--- config.mk ---
export PLATFORM = sky130hd
export DESIGN_NAME = ecc_err_log
export DESIGN_NICKNAME = d
export VERILOG_FILES = /design/src/rtl/ecc_log_pkg.sv /design/src/rtl/ecc_log_capture.sv /design/src/rtl/ecc_log_ctrl.sv /design/src/rtl/ecc_err_log.sv
export SDC_FILE = /design/constraint.sdc
export NUM_CORES = 1
export LEC_CHECK = 0
export BUFFER_PORTS_ARGS = -buffer_cell sky130_fd_sc_hd__buf_2
export CAP_MARGIN = 25
export CORE_ASPECT_RATIO = 0.8
export CORE_MARGIN = 5
export CORE_UTILIZATION = 41
export CTS_CLUSTER_SIZE = 30
export DETAILED_ROUTE_END_ITERATION = 8
export GPL_TIMING_DRIVEN = 0
export HOLD_SLACK_MARGIN = 0.03
export PLACE_DENSITY_LB_ADDON = 0.12
export SYNTH_ARGS = -nofsm -noshare
export SYNTH_HDL_FRONTEND = slang
export SYNTH_SLANG_ARGS = --single-unit
--- constraint.sdc ---
create_clock -name clk -period 2.92 [get_ports clk]
set_input_delay 0 -clock clk [delete_from_list [all_inputs] [get_ports clk]]
set_output_delay 0 -clock clk [all_outputs]
set_load 0.02 [all_outputs]
--- src/rtl/ecc_log_pkg.sv ---
package ecc_log_pkg;
  // Software-controlled bits of the status word
  typedef struct packed {
    logic scrub_dis;
    logic berr_en;
    logic nmi_en;
  } ecc_ctrl_t;
endpackage

--- src/rtl/ecc_log_capture.sv ---
module ecc_log_capture #(
  parameter int ADDR_W    = 31,
  parameter int ADDR_KEEP = 19,
  parameter int SYN_W     = 8
) (
  input  logic                 clk,
  input  logic                 rst_n,
  input  logic                 err_sbe,
  input  logic                 err_mbe,
  input  logic [ADDR_W-1:0]    err_addr,
  input  logic [SYN_W-1:0]     err_syn,
  input  logic                 clr_both,
  output logic                 sbe_flag,
  output logic                 mbe_flag,
  output logic [ADDR_KEEP-1:0] addr_q,
  output logic [SYN_W-1:0]     syn_q
);
  localparam int DROP_W = ADDR_W - ADDR_KEEP;

  logic locked;
  logic addr_low_unused;

  assign locked          = sbe_flag | mbe_flag;
  assign addr_low_unused = ^err_addr[DROP_W-1:0];

  always_ff @(posedge clk) begin
    if (!rst_n) begin
      sbe_flag <= 1'b0;
      mbe_flag <= 1'b0;
      addr_q   <= '0;
      syn_q    <= '0;
    end else if (!locked) begin
      if (err_sbe || err_mbe) begin
        mbe_flag <= err_mbe;
        sbe_flag <= err_sbe & ~err_mbe;
        addr_q   <= err_addr[ADDR_W-1 -: ADDR_KEEP];
        syn_q    <= err_syn;
      end
    end else if (clr_both) begin
      sbe_flag <= 1'b0;
      mbe_flag <= 1'b0;
    end
  end
endmodule

--- src/rtl/ecc_log_ctrl.sv ---
module ecc_log_ctrl
  import ecc_log_pkg::*;
(
  input  logic      clk,
  input  logic      rst_n,
  input  logic      wr_en,
  input  ecc_ctrl_t wr_ctrl,
  input  logic      sbe_flag,
  input  logic      mbe_flag,
  output ecc_ctrl_t ctrl_q,
  output logic      nmi_req,
  output logic      berr_req,
  output logic      scrub_en
);
  always_ff @(posedge clk) begin
    if (!rst_n) ctrl_q <= '0;
    else if (wr_en) ctrl_q <= wr_ctrl;
  end

  assign nmi_req  = sbe_flag & ctrl_q.nmi_en;
  assign berr_req = mbe_flag & ctrl_q.berr_en;
  assign scrub_en = ~ctrl_q.scrub_dis;
endmodule

--- src/rtl/ecc_err_log.sv ---
module ecc_err_log
  import ecc_log_pkg::*;
#(
  parameter int ADDR_W    = 31,
  parameter int ADDR_KEEP = 19,
  parameter int SYN_W     = 8
) (
  input  logic                                clk,
  input  logic                                rst_n,
  input  logic                                err_sbe,
  input  logic                                err_mbe,
  input  logic [ADDR_W-1:0]                   err_addr,
  input  logic [SYN_W-1:0]                    err_syn,
  input  logic                                bus_we,
  input  logic [SYN_W+ADDR_KEEP+4:0]          bus_wdata,
  output logic [SYN_W+ADDR_KEEP+4:0]          bus_rdata,
  output logic                                nmi_req,
  output logic                                berr_req,
  output logic                                scrub_en
);
  localparam int SBE_BIT   = 0;
  localparam int MBE_BIT   = 1;
  localparam int NMI_BIT   = 2;
  localparam int BERR_BIT  = 3;
  localparam int SYN_LSB   = 4;
  localparam int ADDR_LSB  = SYN_LSB + SYN_W;
  localparam int SCRUB_BIT = ADDR_LSB + ADDR_KEEP;
  localparam int REG_W     = SCRUB_BIT + 1;

  ecc_ctrl_t            wr_ctrl, ctrl_q;
  logic                 clr_both;
  logic                 sbe_flag, mbe_flag;
  logic [ADDR_KEEP-1:0] addr_q;
  logic [SYN_W-1:0]     syn_q;
  logic                 ro_wdata_unused;

  // A clear needs both flag bits written as 1 in one access
  assign clr_both = bus_we & bus_wdata[SBE_BIT] & bus_wdata[MBE_BIT];

  assign wr_ctrl.scrub_dis = bus_wdata[SCRUB_BIT];
  assign wr_ctrl.berr_en   = bus_wdata[BERR_BIT];
  assign wr_ctrl.nmi_en    = bus_wdata[NMI_BIT];
  assign ro_wdata_unused   = ^bus_wdata[SCRUB_BIT-1:SYN_LSB];

  ecc_log_capture #(
    .ADDR_W(ADDR_W), .ADDR_KEEP(ADDR_KEEP), .SYN_W(SYN_W)
  ) u_capture (
    .clk(clk), .rst_n(rst_n),
    .err_sbe(err_sbe), .err_mbe(err_mbe),
    .err_addr(err_addr), .err_syn(err_syn),
    .clr_both(clr_both),
    .sbe_flag(sbe_flag), .mbe_flag(mbe_flag),
    .addr_q(addr_q), .syn_q(syn_q)
  );

  ecc_log_ctrl u_ctrl (
    .clk(clk), .rst_n(rst_n),
    .wr_en(bus_we), .wr_ctrl(wr_ctrl),
    .sbe_flag(sbe_flag), .mbe_flag(mbe_flag),
    .ctrl_q(ctrl_q),
    .nmi_req(nmi_req), .berr_req(berr_req), .scrub_en(scrub_en)
  );

  always_comb begin
    bus_rdata                       = '0;
    bus_rdata[SCRUB_BIT]            = ctrl_q.scrub_dis;
    bus_rdata[SCRUB_BIT-1:ADDR_LSB] = addr_q;
    bus_rdata[ADDR_LSB-1:SYN_LSB]   = syn_q;
    bus_rdata[BERR_BIT]             = ctrl_q.berr_en;
    bus_rdata[NMI_BIT]              = ctrl_q.nmi_en;
    bus_rdata[MBE_BIT]              = mbe_flag;
    bus_rdata[SBE_BIT]              = sbe_flag;
  end
endmodule

==> results of run 1 <==
==> cell type report <==
type / instances / area, µm² / share of cell area (%)
well taps: 40 / 50.05 / 2.315
clock inverters: 3 / 42.54 / 1.968
clock buffers: 5 / 68.82 / 3.183
plain buffers: 12 / 97.59 / 4.514
flip-flops and latches: 32 / 640.6 / 29.63
inverters: 1 / 3.754 / 0.1736
multi-input cells: 98 / 588.1 / 27.20
repair buffers: 102 / 670.6 / 31.02
==> kinds of logic after synthesis <==
| kind of cell | count (synthesis) |
|---|---|
| DFF | 32 |
| and+or+nand+nor | 66 |
| muxes | 30 |
| buffers and inverters | 13 |
| AOI/OAI and AO/OA | 2 |
==> registers in the layout, summed over array words and instances (netlist names) <==
register and cells:
u_capture.addr_q 19, u_capture.syn_q 8, u_ctrl.ctrl_q 3, u_capture.mbe_flag 1, u_capture.sbe_flag 1
==> worst paths after layout <==
check	end	startpoint	depth (start not counted)	slack (ns)
worst max-delay path	u_capture.sbe_flag	u_capture.sbe_flag	2	1.54
worst max register to register	u_capture.sbe_flag	u_capture.sbe_flag	2	1.54
worst min-delay path	u_ctrl.ctrl_q[0]	bus_we	3	0.07
worst min register to register	u_capture.addr_q[16]	u_capture.addr_q[16]	2	0.46
==> routing by layer <==
layer	vias to the layer above	global-route usage, %
met5	-	0
met4	0	8.269
met3	9	5.298
met2	49	33.71
met1	600	19.23
li1	680	-
==> per-stage QoR <==
stage	total power [mW]	cells	utilization [%]	cell area [µm²]	hold slack, ns
finish	1.243	293	69.57	2162	0.06523
floorplan	0.7032	143	-	1330	0.09844
global route	1.298	293	69.57	2162	0.09003
global placement	0.7883	253	55.68	1730	0.2199
CTS	1.254	293	69.57	2162	0.06551
detailed placement	0.7995	253	55.68	1730	0.2409
==> cells in the final DEF (no fill, tap or decap), drive strengths merged <==
| cell type | synthesis | routed |
|---|---|---|
| and2 | 2 | 2 |
| nor2b | 3 | 3 |
| nand3 | 3 | 3 |
| buf | 9 | 79 |
| nand2 | 56 | 56 |
| clkinv | 0 | 1 |
| clkinvlp | 0 | 1 |
| o41ai | 1 | 1 |
| clkbuf | 3 | 8 |
| nor2 | 1 | 1 |
| o31ai | 1 | 1 |
| bufinv | 0 | 1 |
| mux2i | 30 | 30 |
| nor3 | 1 | 1 |
| inv | 1 | 1 |
| dlygate4sd3 | 0 | 32 |
| dfxtp | 32 | 32 |
==> where the power goes <==
part,switching (mW),internal (mW)
clock,0.167,0.252
sequential,0.0278,0.482
combinational,0.162,0.152
==> worst register-to-register path, cell delays in order, from the launching register on <==
cell and delay [ns]:
dfxtp_1 0.37, o41ai_1 0.37, dlygate4sd3_1 0.59
==> results.md, run 1 <==
* Status: finished clean
* Relative slew slack at 70.04%
* DR top layer: met4
* Buffer and inverter count on the worst path at 1
* Pre-Repair DR Iteration Count at 4
* Worst Setup End Kind: register
* Number of core rows at 18
* RSZ-0062 raised after global routing: no
* EDFF count, synth at 0
* Startpoint types: register
* Synth cell types at 17
* Mux share of post-synthesis cell area at 22.58%
* Post-synthesis xor/xnor area fraction at 0%
* Maximum number of pins on one net before global-route repair at 12
* Ant diodes at 0
* Critical-path cell list: o41ai_1 -> dlygate4sd3_1
* Cts-stage hold buffer count at 32
* Area leader, netlist: dfxtp_1
* First-pass GRT wire length at 6.168 mm
* CTS resizes at 0
* Share of cells above drive strength 1 at 35.18%
* Area Growth Syn to Fin at 62.56%
* Fillers at 258
* Vias at 1338
* Hold Fails Final Rpt at 0
* IO Pins at 111
* Largest stage delay, worst path at 0.59 ns
* Maximum fanout along the worst path at 6
* Die width at 73.68 µm
* Final net count at 328
* HP Class: in2reg
* DIE AREA at 0.004490 mm²
* Reg clk slew, reported paths at 0.07 ns
* Routed WL at 3.885 mm
* CTS tree: built
* Number of port buffers at 70
* Yosys top cell area share at 48.17%
* Avg Vias per Cell at 4.567
* M1 WL at 1.485 mm
* Main combinational cell family by area after synthesis: multiplexers
* CP delay by family, top: buffers and inverters
* Initial core utilization at 42.79%
* Max frequency at 0.7245 GHz
* Sequential-to-total area share from yosys stat at 48.17%
* TritonCTS Buffers at 5
* Post-synthesis adder-cell area fraction at 0%
* Net Count, Synth at 219
* Met2 wire len at 2.046 mm
* Clk_lat worst skew at 0.28 ns
* Drc violations at 0
* Clock period minus worst slack at 1.380 ns
* Post-synthesis simple-gate area fraction at 20.41%
* Final Slew Violations at 0
* Setup slack after placement at 1.683 ns
* Placer Congestion at 0.7526
* Crit Path Category: reg2reg
* Skew final at 0.004612 ns
* Post-synthesis compound-gate area fraction at 1.223%
* Die H at 60.94 µm
* DP HPWL at 2.651 mm
* Longest Clk Path Bufs at 2
* Syn Area/Cell at 9.301 µm²
* Leakage power total at 1.113 nW
* Final WS setup at 1.540 ns
* Synth async-reset ratio at 0%
* Post-synthesis register bit count at 32
* Setup TNS after final layout at 0 ns
* Wire length per cell at 13.26 µm
* Most common cell in the netlist: nand2_1
* Post-synthesis cell area at 0.001330 mm²
* H-tree levels at 2
* Root Buffer Master: clkbuf_8
* CTS sink count at 32
* Synth top area cells: dfxtp_1 (48%), mux2i_1 (23%), nand2_1 (16%)
* Main synth FF type: dfxtp_1
* All-Layer GR Usage at 18.21%
* Core Box Area at 0.003108 mm²
* Maxcap violations at 0
* Slew @ Worst Pin at 0.4495 ns
* Number of DRC markers in iteration 0 at 50
* Yosys warning count at 0
* CP max stage cell: dlygate4sd3_1
* # setup viols final at 0
* Period utilization at 47.27%
* Number of global-route vias before repair at 1401
* Cell count after synthesis at 143
* Routed Antenna Nets at 0
* Grt ovf at 0
* Cell area power density at 574.8 mW/mm²
* Synth cell count leaders: nand2_1 (56), dfxtp_1 (32), mux2i_1 (30)
* Worst path arrival time at 1.60 ns
* Met3 WL post-DR at 284 µm
* Critical path required time at 3.14 ns
* Post-CTS setup buffers at 0
* Antenna violations before repair at 0
* Max VDD drop at 0.0003739 V
(Power assumes the default switching activity.)
==> run 2: changes to the inputs <==
CORE_UTILIZATION = 38   (was 41)
clock period = 1.4 ns   (was 2.92 ns; I/O delays follow)
==> results.md, run 2 (same netlist as run 1, synthesis figures left out) <==
* Die H at 62.92 µm
* DP HPWL at 2.552 mm
* Cell area power density at 1124 mW/mm²
* TritonCTS Buffers at 5
* Worst path arrival time at 1.58 ns
* Die width at 76.15 µm
* Post-CTS setup buffers at 0
* Maximum fanout along the worst path at 6
* Pre-Repair DR Iteration Count at 2
* Placer Congestion at 0.7429
* Antenna violations before repair at 0
* Critical path required time at 1.62 ns
* Longest Clk Path Bufs at 2
* Period utilization at 97.40%
* Vias at 1340
* CTS sink count at 32
* Met2 usage at 26.60%
* CP startpoint: u_capture.sbe_flag
* Drc violations at 0
* Number of global-route vias before repair at 1414
* RSZ-0062 raised after global routing: no
* CTS tree: built
* Biggest regs: u_capture.addr_q: 19 flops, u_capture.syn_q: 8 flops, u_ctrl.ctrl_q: 3 flops
* Internal at 1.725 mW
* Top Usage Layer GRT: met2
* Final Slew Violations at 0
* # setup viols final at 0
* IO Pins at 111
* Core Box Area at 0.003400 mm²
* Most frequent cells in the layout: buf_2 (74), nand2_1 (56), dlygate4sd3_1 (32), dfxtp_1 (32), mux2i_1 (30)
* Routed WL at 3.629 mm
* Slew @ Worst Pin at 0.4183 ns
* Largest register FFs at 19
* H-tree levels at 2
* Fillers at 303
* NetSw at 0.6935 mW
* Avg Vias per Cell at 4.542
* Reg2reg path depth at 2
* Maximum number of pins on one net before global-route repair at 11
* Internal reg-to-reg setup slack at 0.04 ns
* Reg clk slew, reported paths at 0.06 ns
* Routed Antenna Nets at 0
* Share of cells above drive strength 1 at 34.78%
* Worst Setup EP: u_capture.sbe_flag
* Number of port buffers at 70
* GR met1 Demand/Resource at 17.47%
* Worst R2R Start: u_capture.sbe_flag
* Leakage power total at 1.110 nW
* Final net count at 328
* Commonest non-fill, non-tap cell in the layout: buf_2
* Hold slack at 0.06840 ns
* Combinational power share at 26.8%
* Switching share of power at 28.68%
* Number of DRC markers in iteration 0 at 17
* Wire length per cell at 12.30 µm
* Root Buffer Master: clkbuf_8
* Crit Path Category: reg2reg
* Worst Setup End Kind: register
* Setup TNS after final layout at 0 ns
* Number of core rows at 19
* Reg2reg end: u_capture.sbe_flag
* Sequential Power Share at 44.0%
* First-pass GRT wire length at 6.299 mm
* Maxcap violations at 0
* Clk_lat worst skew at 0.28 ns
* Status: finished clean
* Ant diodes at 0
* Clock period minus worst slack at 1.364 ns
* Grt ovf at 0
* Max frequency at 0.7333 GHz
* HP Class: in2reg
* Max VDD drop at 0.0006501 V
* Met3 global-route usage at 6.772%
* Area Growth Syn to Fin at 61.71%
* Startpoint types: register
* Hold Fails Final Rpt at 0
* Skew final at 0.002651 ns
* Relative slew slack at 72.11%
* Clk pwr share at 29.2%
* DIE AREA at 0.004791 mm²
* Initial core utilization at 39.12%
* All-Layer GR Usage at 16.04%
* Largest Register: u_capture.addr_q
-- run 2: cell types whose count changed in the layout (fill, tap and decap cells not counted), sizes merged --
cell,change
clkinvlp,-1
clkinv,-1
bufinv,-1
clkbuf,+3
-- run 2: cell type report --
class / instances / area (µm²) / area share, %
Tap cell: 42 / 52.55 / 2.443
Sequential cell: 32 / 640.6 / 29.78
Clock buffer: 8 / 90.09 / 4.188
Buffer: 12 / 97.59 / 4.538
Timing Repair Buffer: 102 / 670.6 / 31.18
Multi-Input combinational cell: 98 / 595.6 / 27.69
Inverter: 1 / 3.754 / 0.1745
-- run 2: worst min-delay path by stage --
| stage | startpoint | cells past startpoint | endpoint |
|---|---|---|---|
| finish | bus_we | 3 | u_ctrl.ctrl_q[0] |
| global route | bus_we | 3 | u_ctrl.ctrl_q[0] |
| CTS | bus_we | 3 | u_ctrl.ctrl_q[0] |
| detailed placement | err_mbe | 2 | u_capture.sbe_flag |
| global placement | err_mbe | 2 | u_capture.sbe_flag |
| floorplan | err_mbe | 1 | u_capture.sbe_flag |
-- run 2: metal layers --
layer  part of all wire (%)  vias up
li1                       -      676
met3                    8.8       12
met1                     41      600
met4                    2.8        0
met2                     48       52
met5                      0        -
-- run 2: power groups by stage --
stage | clock network, mW | logic [mW] | registers (mW)
after floorplan | 0 | 0.282 | 1.19
after global placement | 0 | 0.570 | 1.07
after detailed placement | 0 | 0.583 | 1.08
final | 0.706 | 0.648 | 1.06
after global routing | 0.789 | 0.701 | 1.08
after CTS | 0.738 | 0.653 | 1.06
-- run 2: critical path, stage by stage, from the launching register on --
cell,delay (ns)
dfxtp_1,0.37
o41ai_2,0.35
dlygate4sd3_1,0.59
-- run 2: per-stage QoR --
step                      total power, mW  instances  worst slack, ns  util [%]  cell area, µm²
after floorplan                     1.467        143           0.3317         -            1330
after global placement              1.644        255           0.2682     50.98            1733
after detailed placement            1.663        255           0.2004     50.98            1733
after CTS                           2.453        295          0.04878     63.05            2143
after global routing                2.568        295          0.01161     63.27            2151
final                               2.418        295          0.03638     63.27            2151
-- run 2: repair_timing --
item / in CTS / in global routing
hold buffers: 32 / 0
hold endpoints to repair: 32 / 0
resized for setup: 0 / 1
endpoints found under the setup margin: 0 / 1
==> run 3: changes to the inputs <==
PLACE_DENSITY_LB_ADDON = 0.2   (was 0.12)
==> results.md, run 3 (same netlist as run 1, synthesis figures left out) <==
* Clk pwr share at 29.2%
* Worst Setup End Kind: register
* Most frequent cells in the layout: buf_2 (74), nand2_1 (56), dlygate4sd3_1 (32)
* TritonCTS Buffers at 5
* Sequential Power Share at 44.0%
* CP delay by family, top: buffers and inverters
* Avg Vias per Cell at 4.356
* Fillers at 281
* Combinational power share at 26.8%
* Placed Cells incl. Taps at 255
* Placed Area at 0.001733 mm²
* Share of cells above drive strength 1 at 35.97%
* Die H at 62.92 µm
* Final net count at 328
* Clk_lat worst skew at 0.27 ns
* Largest stage delay, worst path at 0.58 ns
* Setup TNS after final layout at 0 ns
* # setup viols final at 0
* Number of global-route vias before repair at 1289
* Switching share of power at 29.02%
* Routed Antenna Nets at 0
* IO Pins at 111
* Initial core utilization at 39.12%
* Final WS setup at 0.07525 ns
* Core Box Area at 0.003400 mm²
* First-pass GRT wire length at 6.182 mm
* Number of port buffers at 70
* Biggest regs: u_capture.addr_q: 19 flops, u_capture.syn_q: 8 flops, u_ctrl.ctrl_q: 3 flops
* Slew @ Worst Pin at 0.4761 ns
* Maximum fanout along the worst path at 6
* Largest register FFs at 19
* HP Class: in2reg
* DIE AREA at 0.004791 mm²
* Number of core rows at 19
* Setup slack after placement at 0.1895 ns
* Area of the multi-input gates at 595.6 µm²
* Drc violations at 0
* Final Slew Violations at 0
* DP HPWL at 2.364 mm
* Crit Path Category: reg2reg
* Pre-Repair DR Iteration Count at 6
* Final instance area at 0.002155 mm²
* Leakage power total at 1.116 nW
* All-Layer GR Usage at 16.02%
* Maximum number of pins on one net before global-route repair at 11
* Max frequency at 0.7549 GHz
* Relative slew slack at 68.26%
* Die width at 76.15 µm
* Vias at 1285
* Area Growth Syn to Fin at 61.99%
* Status: finished clean
* CP max stage cell: dlygate4sd3_1
* Startpoint types: register
* Clock period minus worst slack at 1.325 ns
* Wire length per cell at 12.05 µm
* Internal at 1.716 mW
* Number of DRC markers in iteration 0 at 67
* Routed WL at 3.554 mm
* Ant diodes at 0
* Longest Clk Path Bufs at 2
* Maxcap violations at 0
* Worst path arrival time at 1.54 ns
* Hold Fails Final Rpt at 0
* NetSw at 0.7017 mW
* Placer Congestion at 0.7184
* Skew final at 0.001471 ns
* Max VDD drop at 0.0007551 V
* Cell area power density at 1122 mW/mm²
* Reg clk slew, reported paths at 0.06 ns
* CTS tree: built
* Antenna violations before repair at 0
* Critical-path cell list: o41ai_2 -> dlygate4sd3_1
* H-tree levels at 2
* CTS sink count at 32
* Seq. cell area at 641.9 µm²
* Post-CTS setup buffers at 0
* RSZ-0062 raised after global routing: no
* Root Buffer Master: clkbuf_8
* Critical path required time at 1.61 ns
* Period utilization at 94.62%
* Commonest non-fill, non-tap cell in the layout: buf_2
* Buffer and inverter count on the worst path at 1
* Fin cells at 295
* Grt ovf at 0
* Largest Register: u_capture.addr_q
==> run 3: changes by cell type in the layout (fill, tap and decap cells not counted), sizes merged <==
cell / delta
clkbuf: -2
clkinv: +2
==> run 3: power groups by stage <==
stage	clock network [mW]	logic, mW	registers (mW)
final	0.706	0.648	1.06
after global routing	0.784	0.702	1.08
after CTS	0.741	0.650	1.06
after detailed placement	0	0.580	1.08
after global placement	0	0.578	1.08
after floorplan	0	0.282	1.19
==> run 3: stage by stage <==
stage | hold slack (ns) | util, % | power [mW]
floorplan | 0.09844 | - | 1.467
global placement | 0.2282 | 50.98 | 1.656
detailed placement | 0.2245 | 50.98 | 1.658
CTS | 0.06074 | 63.12 | 2.452
global route | 0.08753 | 63.38 | 2.563
finish | 0.07236 | 63.38 | 2.418
==> run 3: worst register-to-register path: stages (launching register included) <==
cell,delay [ns]
dfxtp_1,0.36
o41ai_2,0.32
dlygate4sd3_1,0.58
==> run 3: path summary, 6_finish.rpt <==
check                           slack (ns)                 start  cells past startpoint              endpoint
worst max-delay path                  0.08    u_capture.mbe_flag                      2    u_capture.sbe_flag
worst min-delay path                  0.07                bus_we                      3      u_ctrl.ctrl_q[1]
worst max register to register        0.08    u_capture.mbe_flag                      2    u_capture.sbe_flag
worst min register to register        0.45  u_capture.addr_q[10]                      2  u_capture.addr_q[10]
==> run 3: layer usage <==
layer	GRT usage (%)	wire length, µm	vias up
met4	5.895	18	0
met3	6.340	254	2
met2	26.18	1697	41
met1	18.91	1584	568
li1	-	-	674
met5	0	0	-
==> run 3: area by class of cell <==
| cell class | count | share of cell area, % |
|---|---|---|
| Buffer | 12 | 4.530 |
| Clock buffer | 6 | 3.833 |
| Clock inverter | 2 | 0.4646 |
| Inverter | 1 | 0.1742 |
| Multi-Input combinational cell | 98 | 27.64 |
| Sequential cell | 32 | 29.79 |
| Tap cell | 42 | 2.439 |
| Timing Repair Buffer | 102 | 31.13 |
==> run 3: what timing repair did <==
action,in CTS,in global routing
setup endpoints to repair,0,1
hold buffers,32,0
endpoints found under the hold margin,32,0
resized for setup,0,2
